==> config.mk <==
export PLATFORM = sky130hd
export DESIGN_NAME = dma_pack_fifo
export DESIGN_NICKNAME = d
export VERILOG_FILES = /design/src/rtl/dpf_pkg.sv /design/src/rtl/dpf_store.sv /design/src/rtl/dpf_packer.sv /design/src/rtl/dpf_unpacker.sv /design/src/rtl/dma_pack_fifo.sv
export SDC_FILE = /design/constraint.sdc
export NUM_CORES = 1
export LEC_CHECK = 0
export BUFFER_PORTS_ARGS = -buffer_cell sky130_fd_sc_hd__buf_4
export CAP_MARGIN = 20
export CELL_PAD_IN_SITES_DETAIL_PLACEMENT = 1
export CELL_PAD_IN_SITES_GLOBAL_PLACEMENT = 1
export CORE_UTILIZATION = 50
export CTS_CLUSTER_DIAMETER = 150
export DETAILED_ROUTE_END_ITERATION = 12
export GPL_TIMING_DRIVEN = 0
export PLACE_DENSITY_LB_ADDON = 0.3
export SETUP_SLACK_MARGIN = 0.3
export SYNTH_ARGS = -nofsm -noshare
export SYNTH_HDL_FRONTEND = slang
export SYNTH_HIERARCHICAL = 1
export SYNTH_SLANG_ARGS = --single-unit
==> constraint.sdc <==
create_clock -name clk -period 7.5 [get_ports clk]
set_input_delay 0.75 -clock clk [delete_from_list [all_inputs] [get_ports clk]]
set_output_delay 0.75 -clock clk [all_outputs]
set_load 0.02 [all_outputs]
==> src/rtl/dpf_pkg.sv <==
package dpf_pkg;

    localparam int LANES    = 4;
    localparam int BYTE_W   = 8;
    localparam int WORD_W   = LANES * BYTE_W;

    typedef enum logic [1:0] {
        PW_8   = 2'd0,
        PW_16  = 2'd1,
        PW_32  = 2'd2,
        PW_32X = 2'd3
    } pw_e;

    typedef struct packed {
        logic [LANES-1:0]  be;
        logic [WORD_W-1:0] data;
    } word_t;

    // bytes carried by one peripheral beat
    function automatic logic [2:0] beat_bytes(pw_e w);
        case (w)
            PW_8:    beat_bytes = 3'd1;
            PW_16:   beat_bytes = 3'd2;
            default: beat_bytes = 3'd4;
        endcase
    endfunction

endpackage

==> src/rtl/dpf_store.sv <==
module dpf_store
    import dpf_pkg::*;
#(
    parameter  int DEPTH = 8,
    localparam int AW    = $clog2(DEPTH),
    localparam int LW    = $clog2(DEPTH + 1)
) (
    input  logic          clk,
    input  logic          rst_n,
    input  logic          clr,
    input  logic          push,
    input  logic          pop,
    input  word_t         wdata,
    output word_t         rdata,
    output logic          full,
    output logic          empty,
    output logic [LW-1:0] level
);

    typedef struct packed {
        logic [AW-1:0] wr;
        logic [AW-1:0] rd;
        logic [LW-1:0] cnt;
    } ptr_t;

    ptr_t  st_d, st_q;
    word_t mem [DEPTH];
    logic  do_push, do_pop;

    function automatic logic [AW-1:0] adv(logic [AW-1:0] p);
        adv = (p == AW'(DEPTH - 1)) ? '0 : p + 1'b1;
    endfunction

    always_comb begin
        st_d    = st_q;
        do_pop  = pop && (st_q.cnt != '0);
        do_push = push && ((st_q.cnt != LW'(DEPTH)) || do_pop);
        if (clr) begin
            st_d = '0;
        end else begin
            if (do_push) st_d.wr = adv(st_q.wr);
            if (do_pop)  st_d.rd = adv(st_q.rd);
            case ({do_push, do_pop})
                2'b10:   st_d.cnt = st_q.cnt + 1'b1;
                2'b01:   st_d.cnt = st_q.cnt - 1'b1;
                default: st_d.cnt = st_q.cnt;
            endcase
        end
    end

    always_ff @(posedge clk or negedge rst_n) begin
        if (!rst_n) st_q <= '0;
        else        st_q <= st_d;
    end

    always_ff @(posedge clk) begin
        if (do_push && !clr) mem[st_q.wr] <= wdata;
    end

    assign rdata = mem[st_q.rd];
    assign full  = (st_q.cnt == LW'(DEPTH));
    assign empty = (st_q.cnt == '0);
    assign level = st_q.cnt;

    AST_NO_OVERFLOW: assert property (@(posedge clk) disable iff (!rst_n)
        (push && !pop && !clr) |-> !full) else $error("overflow push");

    AST_FILL_TO_FULL: assert property (@(posedge clk) disable iff (!rst_n)
        (push && !pop && !clr && level == LW'(DEPTH - 1)) |=> full) else $error("no full");

    AST_POP_EMPTY_HOLD: assert property (@(posedge clk) disable iff (!rst_n)
        (pop && empty && !push && !clr) |=> empty) else $error("pop on empty");

    AST_LEVEL_KEEP: assert property (@(posedge clk) disable iff (!rst_n)
        (push && pop && !empty && !clr) |=> $stable(level)) else $error("level drift");

endmodule

==> src/rtl/dpf_packer.sv <==
module dpf_packer
    import dpf_pkg::*;
(
    input  logic              clk,
    input  logic              rst_n,
    input  logic              clr,
    input  logic              en,
    input  pw_e               width,
    input  logic [1:0]        clr_offset,
    input  logic              beat_valid,
    input  logic [WORD_W-1:0] beat_data,
    input  logic              flush,
    input  logic              space,
    output logic              beat_ready,
    output logic              push,
    output word_t             push_word
);

    typedef struct packed {
        word_t      stage;
        logic [1:0] pos;
        logic       fpend;
    } pk_t;

    pk_t        pk_d, pk_q;
    logic [2:0] nbytes;
    logic [2:0] lane;
    logic       req;
    logic       take;
    logic       wrap;
    word_t      cur, nxt;

    always_comb begin
        pk_d       = pk_q;
        nbytes     = beat_bytes(width);
        req        = flush | pk_q.fpend;
        beat_ready = en & ~req & space;
        take       = beat_valid & beat_ready;
        wrap       = ({1'b0, pk_q.pos} + nbytes) >= 3'd4;
        push       = 1'b0;
        push_word  = pk_q.stage;
        cur        = pk_q.stage;
        nxt        = '0;
        lane       = '0;

        // place each byte of the beat, spilling past lane 3 into the next word
        for (int i = 0; i < LANES; i++) begin
            if (3'(i) < nbytes) begin
                lane = {1'b0, pk_q.pos} + 3'(i);
                if (!lane[2]) begin
                    cur.data[{lane[1:0], 3'b000} +: BYTE_W] = beat_data[i*BYTE_W +: BYTE_W];
                    cur.be[lane[1:0]] = 1'b1;
                end else begin
                    nxt.data[{lane[1:0], 3'b000} +: BYTE_W] = beat_data[i*BYTE_W +: BYTE_W];
                    nxt.be[lane[1:0]] = 1'b1;
                end
            end
        end

        if (clr) begin
            pk_d.stage = '0;
            pk_d.pos   = clr_offset;
            pk_d.fpend = 1'b0;
        end else if (take) begin
            push       = wrap;
            push_word  = cur;
            pk_d.stage = wrap ? nxt : cur;
            pk_d.pos   = pk_q.pos + nbytes[1:0];
        end else if (en && req) begin
            if (pk_q.stage.be != '0) begin
                if (space) begin
                    push       = 1'b1;
                    push_word  = pk_q.stage;
                    pk_d.stage = '0;
                    pk_d.pos   = '0;
                    pk_d.fpend = 1'b0;
                end else begin
                    pk_d.fpend = 1'b1;
                end
            end else begin
                pk_d.fpend = 1'b0;
            end
        end
    end

    always_ff @(posedge clk or negedge rst_n) begin
        if (!rst_n) pk_q <= '0;
        else        pk_q <= pk_d;
    end

    AST_PUSH_HAS_BYTES: assert property (@(posedge clk) disable iff (!rst_n)
        push |-> (push_word.be != '0)) else $error("empty word pushed");

    AST_BEAT_WORD_TOP_LANE: assert property (@(posedge clk) disable iff (!rst_n)
        (push && take) |-> push_word.be[LANES-1]) else $error("beat word short");

    AST_PEND_BLOCKS_BEAT: assert property (@(posedge clk) disable iff (!rst_n)
        (pk_q.fpend && !clr) |-> !take) else $error("beat during flush");

endmodule

==> src/rtl/dpf_unpacker.sv <==
module dpf_unpacker
    import dpf_pkg::*;
(
    input  logic              clk,
    input  logic              rst_n,
    input  logic              clr,
    input  logic              en,
    input  pw_e               width,
    input  logic [1:0]        clr_offset,
    input  logic              avail,
    input  logic [WORD_W-1:0] head_data,
    output logic              take,
    output logic              beat_valid,
    output logic [WORD_W-1:0] beat_data,
    input  logic              beat_pop
);

    localparam int BUF_W = 2 * WORD_W;

    typedef struct packed {
        logic [BUF_W-1:0] held;
        logic [3:0]       cnt;
        logic [1:0]       skip;
        logic             first;
    } up_t;

    up_t              up_d, up_q;
    logic [2:0]       nbytes;
    logic             fire;
    logic [1:0]       k;
    logic [3:0]       c2;
    logic [BUF_W-1:0] acc;
    logic [BUF_W-1:0] ins;

    always_comb begin
        up_d       = up_q;
        nbytes     = beat_bytes(width);
        beat_valid = en && (up_q.cnt >= {1'b0, nbytes});
        fire       = beat_pop && beat_valid;
        take       = en && avail && (up_q.cnt <= 4'd4);
        k          = up_q.first ? up_q.skip : 2'd0;
        ins        = {{WORD_W{1'b0}}, head_data} >> {k, 3'b000};
        acc        = up_q.held;
        c2         = up_q.cnt;

        if (fire) begin
            acc = acc >> {nbytes, 3'b000};
            c2  = up_q.cnt - {1'b0, nbytes};
        end
        if (take) begin
            acc = acc | (ins << {c2, 3'b000});
            c2  = c2 + 4'd4 - {2'b00, k};
        end

        case (nbytes)
            3'd1:    beat_data = {{(WORD_W-8){1'b0}},  up_q.held[7:0]};
            3'd2:    beat_data = {{(WORD_W-16){1'b0}}, up_q.held[15:0]};
            default: beat_data = up_q.held[WORD_W-1:0];
        endcase

        if (clr) begin
            up_d.held  = '0;
            up_d.cnt   = '0;
            up_d.skip  = clr_offset;
            up_d.first = 1'b1;
        end else begin
            up_d.held = acc;
            up_d.cnt  = c2;
            if (take) up_d.first = 1'b0;
        end
    end

    always_ff @(posedge clk or negedge rst_n) begin
        if (!rst_n) up_q <= '{held: '0, cnt: '0, skip: '0, first: 1'b1};
        else        up_q <= up_d;
    end

    AST_CNT_BOUND: assert property (@(posedge clk) disable iff (!rst_n)
        up_q.cnt <= 4'd8) else $error("byte holder overrun");

    AST_TAKE_CLEARS_FIRST: assert property (@(posedge clk) disable iff (!rst_n)
        (take && !clr) |=> !up_q.first) else $error("offset reapplied");

endmodule

==> src/rtl/dma_pack_fifo.sv <==
module dma_pack_fifo
    import dpf_pkg::*;
#(
    parameter  int DEPTH = 8,
    localparam int LW    = $clog2(DEPTH + 1)
) (
    input  logic          clk,
    input  logic          rst_n,
    input  logic          start,
    input  logic          cfg_dir,
    input  logic [1:0]    cfg_width,
    input  logic [1:0]    cfg_offset,
    input  logic          pi_valid,
    input  logic [31:0]   pi_data,
    output logic          pi_ready,
    input  logic          flush,
    output logic          lo_valid,
    output logic [31:0]   lo_data,
    output logic [3:0]    lo_be,
    input  logic          lo_pop,
    input  logic          li_push,
    input  logic [31:0]   li_data,
    output logic          li_ready,
    output logic          po_valid,
    output logic [31:0]   po_data,
    input  logic          po_pop,
    output logic          full,
    output logic          empty,
    output logic [LW-1:0] level
);

    typedef struct packed {
        logic dir;
        pw_e  width;
    } cfg_t;

    cfg_t  cfg_d, cfg_q;
    logic  en_pk, en_up;
    logic  lo_take, space;
    logic  pk_push;
    word_t pk_word;
    logic  up_take;
    logic  li_acc;
    logic  f_push, f_pop;
    word_t f_wdata, f_rdata;

    always_comb begin
        cfg_d = cfg_q;
        if (start) begin
            cfg_d.dir   = cfg_dir;
            cfg_d.width = pw_e'(cfg_width);
        end
    end

    always_ff @(posedge clk or negedge rst_n) begin
        if (!rst_n) cfg_q <= '{dir: 1'b0, width: PW_8};
        else        cfg_q <= cfg_d;
    end

    assign en_pk   = !cfg_q.dir && !start;
    assign en_up   =  cfg_q.dir && !start;
    assign lo_take = en_pk && lo_pop && !empty;
    assign space   = !full || lo_take;
    assign li_ready = en_up && (!full || up_take);
    assign li_acc  = li_push && li_ready;

    assign f_push  = cfg_q.dir ? li_acc : pk_push;
    assign f_pop   = cfg_q.dir ? up_take : lo_take;
    assign f_wdata = cfg_q.dir ? '{be: 4'hF, data: li_data} : pk_word;

    dpf_store #(.DEPTH(DEPTH)) u_store (
        .clk   (clk),
        .rst_n (rst_n),
        .clr   (start),
        .push  (f_push),
        .pop   (f_pop),
        .wdata (f_wdata),
        .rdata (f_rdata),
        .full  (full),
        .empty (empty),
        .level (level)
    );

    dpf_packer u_pack (
        .clk        (clk),
        .rst_n      (rst_n),
        .clr        (start),
        .en         (en_pk),
        .width      (cfg_q.width),
        .clr_offset (cfg_offset),
        .beat_valid (pi_valid),
        .beat_data  (pi_data),
        .flush      (flush),
        .space      (space),
        .beat_ready (pi_ready),
        .push       (pk_push),
        .push_word  (pk_word)
    );

    dpf_unpacker u_unpack (
        .clk        (clk),
        .rst_n      (rst_n),
        .clr        (start),
        .en         (en_up),
        .width      (cfg_q.width),
        .clr_offset (cfg_offset),
        .avail      (!empty),
        .head_data  (f_rdata.data),
        .take       (up_take),
        .beat_valid (po_valid),
        .beat_data  (po_data),
        .beat_pop   (po_pop)
    );

    assign lo_valid = !cfg_q.dir && !empty;
    assign lo_data  = f_rdata.data;
    assign lo_be    = f_rdata.be;

    AST_PI_BLOCK_FULL: assert property (@(posedge clk) disable iff (!rst_n)
        (full && !lo_pop) |-> !pi_ready) else $error("beat taken while full");

    AST_LI_BLOCK_FULL: assert property (@(posedge clk) disable iff (!rst_n)
        (full && !up_take) |-> !li_ready) else $error("word taken while full");

    AST_START_QUIET: assert property (@(posedge clk) disable iff (!rst_n)
        start |=> empty) else $error("start left data");

endmodule

# Word-level counts from Yosys, hierarchy flattened

Memory sizes are Yosys's and may differ from the RTL's.
Cells that the tools add are included.

Register bits: 123
Memory bits (writable): 288
Input port bits: 77
Output and inout bits: 78
Memories: 1

Memories:

| memory      | words | width | read ports | clocked after Yosys merged registers in | write ports | line            | RTL |
|---|---|---|---|---|---|---|---|
| u_store.mem | 8     | 36    | 1          | 0                                       | 1           | dpf_store.sv:27 | `word_t mem [DEPTH];` |

$add $sub $neg: 16
Order comparisons: 15
Eq/ne operators: 10
Shift operators: 11
Muxes and demuxes: 64
Bitwise operators: 13
Reduce and logical (&&, ||, !) cells: 40

Operators with widths:

| cell                                                                                 | number |
|---|---|
| 36-bit 2-to-1 mux                                                                    | 17 |
| 32-bit bitwise mux                                                                   | 6 |
| 64-bit 2-to-1 mux                                                                    | 2 |
| 8-bit by 7-bit variable shift with 32-bit output (first input constant)              | 4 |
| 8-bit by 7-bit variable part select with 32-bit output                               | 4 |
| 38-bit 2-to-1 mux                                                                    | 3 |
| 39-bit 2-to-1 mux                                                                    | 2 |
| 68-bit 2-to-1 mux                                                                    | 1 |
| 64-bit bitwise OR                                                                    | 1 |
| 32-bit one-hot mux with 2 select lines                                               | 1 |
| 64-bit by 7-bit << shifter with 64-bit output                                        | 1 |
| 32-bit by 5-bit >> shifter with 64-bit output                                        | 1 |
| 64-bit by 6-bit >> shifter with 64-bit output                                        | 1 |
| 32-bit bitwise AND                                                                   | 1 |
| 5-bit negation with 7-bit output                                                     | 4 |
| 4-bit bitwise OR                                                                     | 6 |
| 1-bit logical AND                                                                    | 19 |
| 1-bit 2-to-1 mux                                                                     | 18 |
| 2-bit by 3-bit < comparator with 1-bit output (second input constant)                | 4 |
| 3-bit 2-to-1 mux                                                                     | 4 |
| 3-bit nonzero test                                                                   | 4 |
| 10-bit 2-to-1 mux                                                                    | 1 |
| 1-bit demux with 2-bit select                                                        | 4 |
| 2-bit by 1-bit greater-or-equal comparator with 1-bit output (second input constant) | 4 |
| 38 further kinds                                                                     | 56 |

# Depth between registers and ports, before layout

Word-level depth: 18
Gate-level depth with buffers: 21
Mapped depth without buffers: 16

# Hierarchy

Netlist, hierarchy kept.

By module, submodules not included:

| module        | instances | cells each | area each (um^2) | seq. area each (um^2) |
|---|---|---|---|---|
| dpf_store     | 1         | 500        | 11551.1          | 8898.5 |
| dpf_unpacker  | 1         | 742        | 6561.3           | 1778.0 |
| dpf_packer    | 1         | 624        | 4745.8           | 975.9 |
| dma_pack_fifo | 1         | 59         | 606.8            | 75.1 |

# Worst setup path after synthesis

OpenSTA, ideal clock, no wires.

Path kind: reg-to-reg
Start point: register u_store.st_q, in the netlist u_store/level[0]
End point: memory u_store/mem[0][0] (netlist bit) (enable)
Arrival: 5211 ps
Data required time: 7026 ps
Slack: 1815 ps
Cell stages (with the launch flop): 12
Path buffers: 1
Clock period less this slack: 5685 ps
Cells stage by stage: dfrtp_1 or3_1 nor2_1 o41ai_1 and4bb_2 and2_1 a32oi_1 nor2_1 a32o_1 clkbuf_1 o21ai_4 nor3_1

Elaborated cells on any way between the ends: 28
Those cells by class: eq/ne: 2; mux: 9; bitwise: 2; reduce/logical: 15

RTL lines:

| item                                   | line                | RTL |
|---|---|---|
| start, declared                        | dpf_store.sv:26     | `ptr_t st_d, st_q;` |
| start signal, assigned                 | dpf_store.sv:53     | `else st_q <= st_d;` |
| 4-bit zero test                        | dpf_store.sv:62     | `assign empty = (st_q.cnt == '0);` |
| named net empty                        | dma_pack_fifo.sv:28 | `output logic empty,` |
| 1-bit zero test                        | dma_pack_fifo.sv:62 | `assign lo_take = en_pk && lo_pop && !empty;` |
| 1-bit logical AND                      | dma_pack_fifo.sv:62 |  |
| 1-bit logical OR                       | dma_pack_fifo.sv:63 | `assign space = !full \|\| lo_take;` |
| named net space                        | dma_pack_fifo.sv:39 | `logic lo_take, space;` |
| 1-bit bitwise AND                      | dpf_packer.sv:37    | `beat_ready = en & ~req & space;` |
| named net pi_ready                     | dma_pack_fifo.sv:15 | `output logic pi_ready,` |
| [... 2 more ...]                       | --                  |  |
| 1-bit 2-to-1 mux                       | dpf_packer.sv:60    | `if (clr) begin` |
| named net pk_push                      | dma_pack_fifo.sv:40 | `logic pk_push;` |
| 1-bit 2-to-1 mux                       | dma_pack_fifo.sv:67 | `assign f_push = cfg_q.dir ? li_acc : pk_push;` |
| named net f_push                       | dma_pack_fifo.sv:44 | `logic f_push, f_pop;` |
| 1-bit logical AND                      | dpf_store.sv:37     | `do_push = push && ((st_q.cnt != LW'(DEPTH)) \|\| do_pop);` |
| 1-bit logical AND                      | dpf_store.sv:57     | `if (do_push && !clr) mem[st_q.wr] <= wdata;` |
| 1-bit 2-to-1 mux                       | dpf_store.sv:57     |  |
| 1-bit 2-to-1 mux (not written as such) | dpf_store.sv:57     |  |
| end, declared                          | dpf_store.sv:27     |  |

The timed path passes the listed nets, and every way through them passes these cells.

==> metrics <==
run status completed; synthesized flop and latch total 411; total grt overflow 0; die height 219 um; area delta synth->final 15.3%; first-pass GRT wire length 136000 um; post-route core utilization 0.583; critical path startpoint category register; Worst Max-Slew Pin Slew 1.21 ns; drt total wl 93400 um; Seq/Total Area, Yosys 0.500; max-slew violations 0; Final Hold Vio Count 0; most used cell, CP nor2_1; DRT iter0 DRCs around 2600; maximum VDD drop ~0.00022 V; Die X 219 um; final HPWL from detailed placement 67200 um; Worst Setup End Kind register; die area 47800 um^2; share of cells above drive strength 1 0.256; Setup TNS 0 ns; Syn. warnings 6; CP max FO 10; Synth cell types 101; pwr/cell area between 200 and 250 nW/um^2; Residual DRC 0; crit path DAT 7.16 ns; fin crit period 6.71 ns; ys async rst share 0.299; initial antenna violation count 1; FP Rows 79; vias in the first global route 20100; clock buffer depth 3; Clock Latency Late Sink 0.61 ns; hold buffers post-CTS 0; post-CTS setup repair buffer count 0; clk_skew approximately 0.024 ns; placer's final routability congestion estimate 0.997; H-tree Lvls 2; Slew headroom 0.185; Mapped Cells just under 2000; total number of vias 19600; Starting Density 0.505; leakage power between 9 and 10 nW; antenna-violating nets left 0; Post-synth EDFFs around 290; CTS tree done; max-capacitance violation count 0; Total Routing Usage GR 0.391; RSZ-0062 raised after global routing no; number of port buffers 138; Synthesized Nets 2027; HP Class input pin to asynchronous set/reset pin; DRT Pass-1 Iters 7; synthesized area between 20000 and 25000 um^2; Worst path slowest cell nor2_1; cell family with most CP delay buffers and inverters; WP buf/inv 8; Final #Nets about 2200; area of the core 46500 um^2; Worst EP required 7.95 ns; crit share post-route 0.894; I/O pin count 155; total clock sinks 411; max frequency between 100 and 150 MHz; CP peak stage delay 0.81 ns; critical path cell sequence buf_2 -> nor2_1 -> inv_1 -> ha_1 -> clkbuf_1 -> inv_1 -> clkbuf_1 -> ha_1 -> nand3_2 -> o21ai_2 -> mux2i_1 -> buf_2 -> buf_2 -> xnor2_1 -> ha_1 -> inv_1 -> fa_1 -> nor2_1 -> nor2_1 -> xnor2_1 -> nor2_1; Setup CP Type register to register; Avg Cell Area, Syn 12.2 um^2; drt wl/cell 33.6 um; CTS Buf Count 46; Setup violations, final 0; routed vias/inst slightly above 7; largest net degree at the start of global routing 63; CTS root buf clkbuf_16; top_reg_cell synth edfxtp_1; post_cts resized 0; Reg clk slew, reported paths 0.06 ns
cell type report:
| type | instances | area (um^2) |
|---|---|---|
| well taps | 607 | 759 |
| fillers | 4805 | 19400 |
| plain buffers | 188 | 867 |
| repair buffers | 160 | 1330 |
| flip-flops and latches | 411 | 11700 |
| diodes | 2 | 5.00 |
| clock buffers | 56 | 1190 |
| clock inverters | 29 | 265 |
| multi-input cells | 1291 | 10800 |
| inverters | 35 | 131 |
synthesized netlist by cell type, drive strengths merged (24+ instances only):
master,instances,area share
a211oi,33,0.011
a21oi,73,0.016
a221oi,55,0.022
a22o,50,0.019
a31oi,44,0.013
buf,89,0.021
clkbuf,99,0.016
dfrtp,122,0.13
edfxtp,288,0.37
inv,34,0.0054
mux2,108,0.053
mux2i,67,0.029
mux4,80,0.077
nand2,99,0.016
nand3,33,0.0079
nor2,104,0.017
nor2b,61,0.017
nor3,27,0.0064
o21ai,91,0.020
o22ai,35,0.0093
o31ai,24,0.0083
routing by layer:
metal / vias up / wire length [um] / share of wire / global-route usage
met5: - / 0 / 0 / 0
met1: 9962 / 34700 / 0.37 / 0.495
li1: 8042 / - / - / -
met4: 0 / 6310 / 0.068 / 0.234
met2: 1302 / 44500 / 0.48 / 0.636
met3: 333 / 7890 / 0.084 / 0.0596
state kept, by name, indices dropped and copies added, names as in the netlist:
signal         flops
u_store/mem      288
u_unpack/up_q     71
u_pack/pk_q       39
u_store/st_q       6
u_store/level      4
cfg_q              3
worst register-to-register path, stage by stage, from the launching register on:
cell and delay [ns]:
dfrtp_1 0.52, buf_2 0.29, nor2_1 0.81, inv_1 0.20
ha_1 0.24, clkbuf_1 0.30, inv_1 0.30, clkbuf_1 0.62
ha_1 0.41, nand3_2 0.17, o21ai_2 0.29, mux2i_1 0.44
buf_2 0.33, buf_2 0.32, xnor2_1 0.18, ha_1 0.20
inv_1 0.07, fa_1 0.41, nor2_1 0.12, nor2_1 0.08
xnor2_1 0.16, nor2_1 0.07
power breakdown:
group	internal (mW)	leakage (nW)	switching, mW
clock	1.21	0.694	1.01
sequential	2.49	4.33	0.0357
combinational	0.355	4.89	0.769
total	4.06	9.91	1.81
stage by stage:
stage | power, mW | std cells | setup WS (ns) | hold slack [ns] | cell area (um^2)
global route | 5.99 | 2777 | 0.543 | 0.174 | 27100
global placement | 3.60 | 2670 | -1.62 | 0.478 | 25300
CTS | 5.83 | 2776 | 0.868 | 0.150 | 27100
finish | 5.86 | 2779 | 0.793 | 0.138 | 27100
floorplan | 3.23 | 1925 | 1.82 | 0.454 | 23500
detailed placement | 3.64 | 2691 | 0.946 | 0.497 | 25600
layout by cell type (no fill, tap or decap), types with 35 or more instances in the layout:
| cell | Yosys | final |
|---|---|---|
| a31oi_1 | 42 | 42 |
| nor2_1 | 103 | 99 |
| clkbuf_1 | 98 | 108 |
| a21oi_1 | 73 | 73 |
| buf_4 | 20 | 160 |
| mux4_2 | 80 | 80 |
| nor2b_1 | 59 | 59 |
| a221oi_1 | 48 | 48 |
| a22o_1 | 50 | 50 |
| mux2i_1 | 67 | 67 |
| buf_2 | 44 | 44 |
| nand2_1 | 97 | 97 |
| edfxtp_1 | 288 | 288 |
| o22ai_1 | 35 | 35 |
| o21ai_0 | 81 | 81 |
| dfrtp_1 | 122 | 122 |
| clkbuf_16 | 0 | 46 |
| mux2_2 | 101 | 101 |
cells by family (layout without fill, tap and decap cells):
group                    after synthesis  after routing  synth area share
XOR/XNOR                               6              6           0.00224
multiplexers                         255            255             0.158
AO/OA/AOI/OAI                        572            572             0.183
AND/OR/NAND/NOR                      433            433            0.0991
flip-flops                           411            411             0.500
adder cells (fa/ha/maj)               25             25            0.0146
other                                  0              2                 0
buffers and inverters                223            468            0.0426
path summary, 6_finish.rpt:
check | from | endpoint | slack (ns) | cells past startpoint
worst min-delay path | rst_n | u_unpack/up_q[36] | 0.14 | 1
min in group clk | cfg_width[0] | cfg_q[0] | 0.37 | 2
worst max-delay path | cfg_q[0] | u_unpack/up_q[6] | 0.79 | 21
worst min register to register | u_pack/pk_q[31] | u_pack/pk_q[31] | 0.51 | 2
worst max register to register | cfg_q[0] | u_unpack/up_q[6] | 0.79 | 21
max in group asynchronous | rst_n | u_pack/pk_q[31] | 6.54 | 2
(Power assumes the default switching activity.)
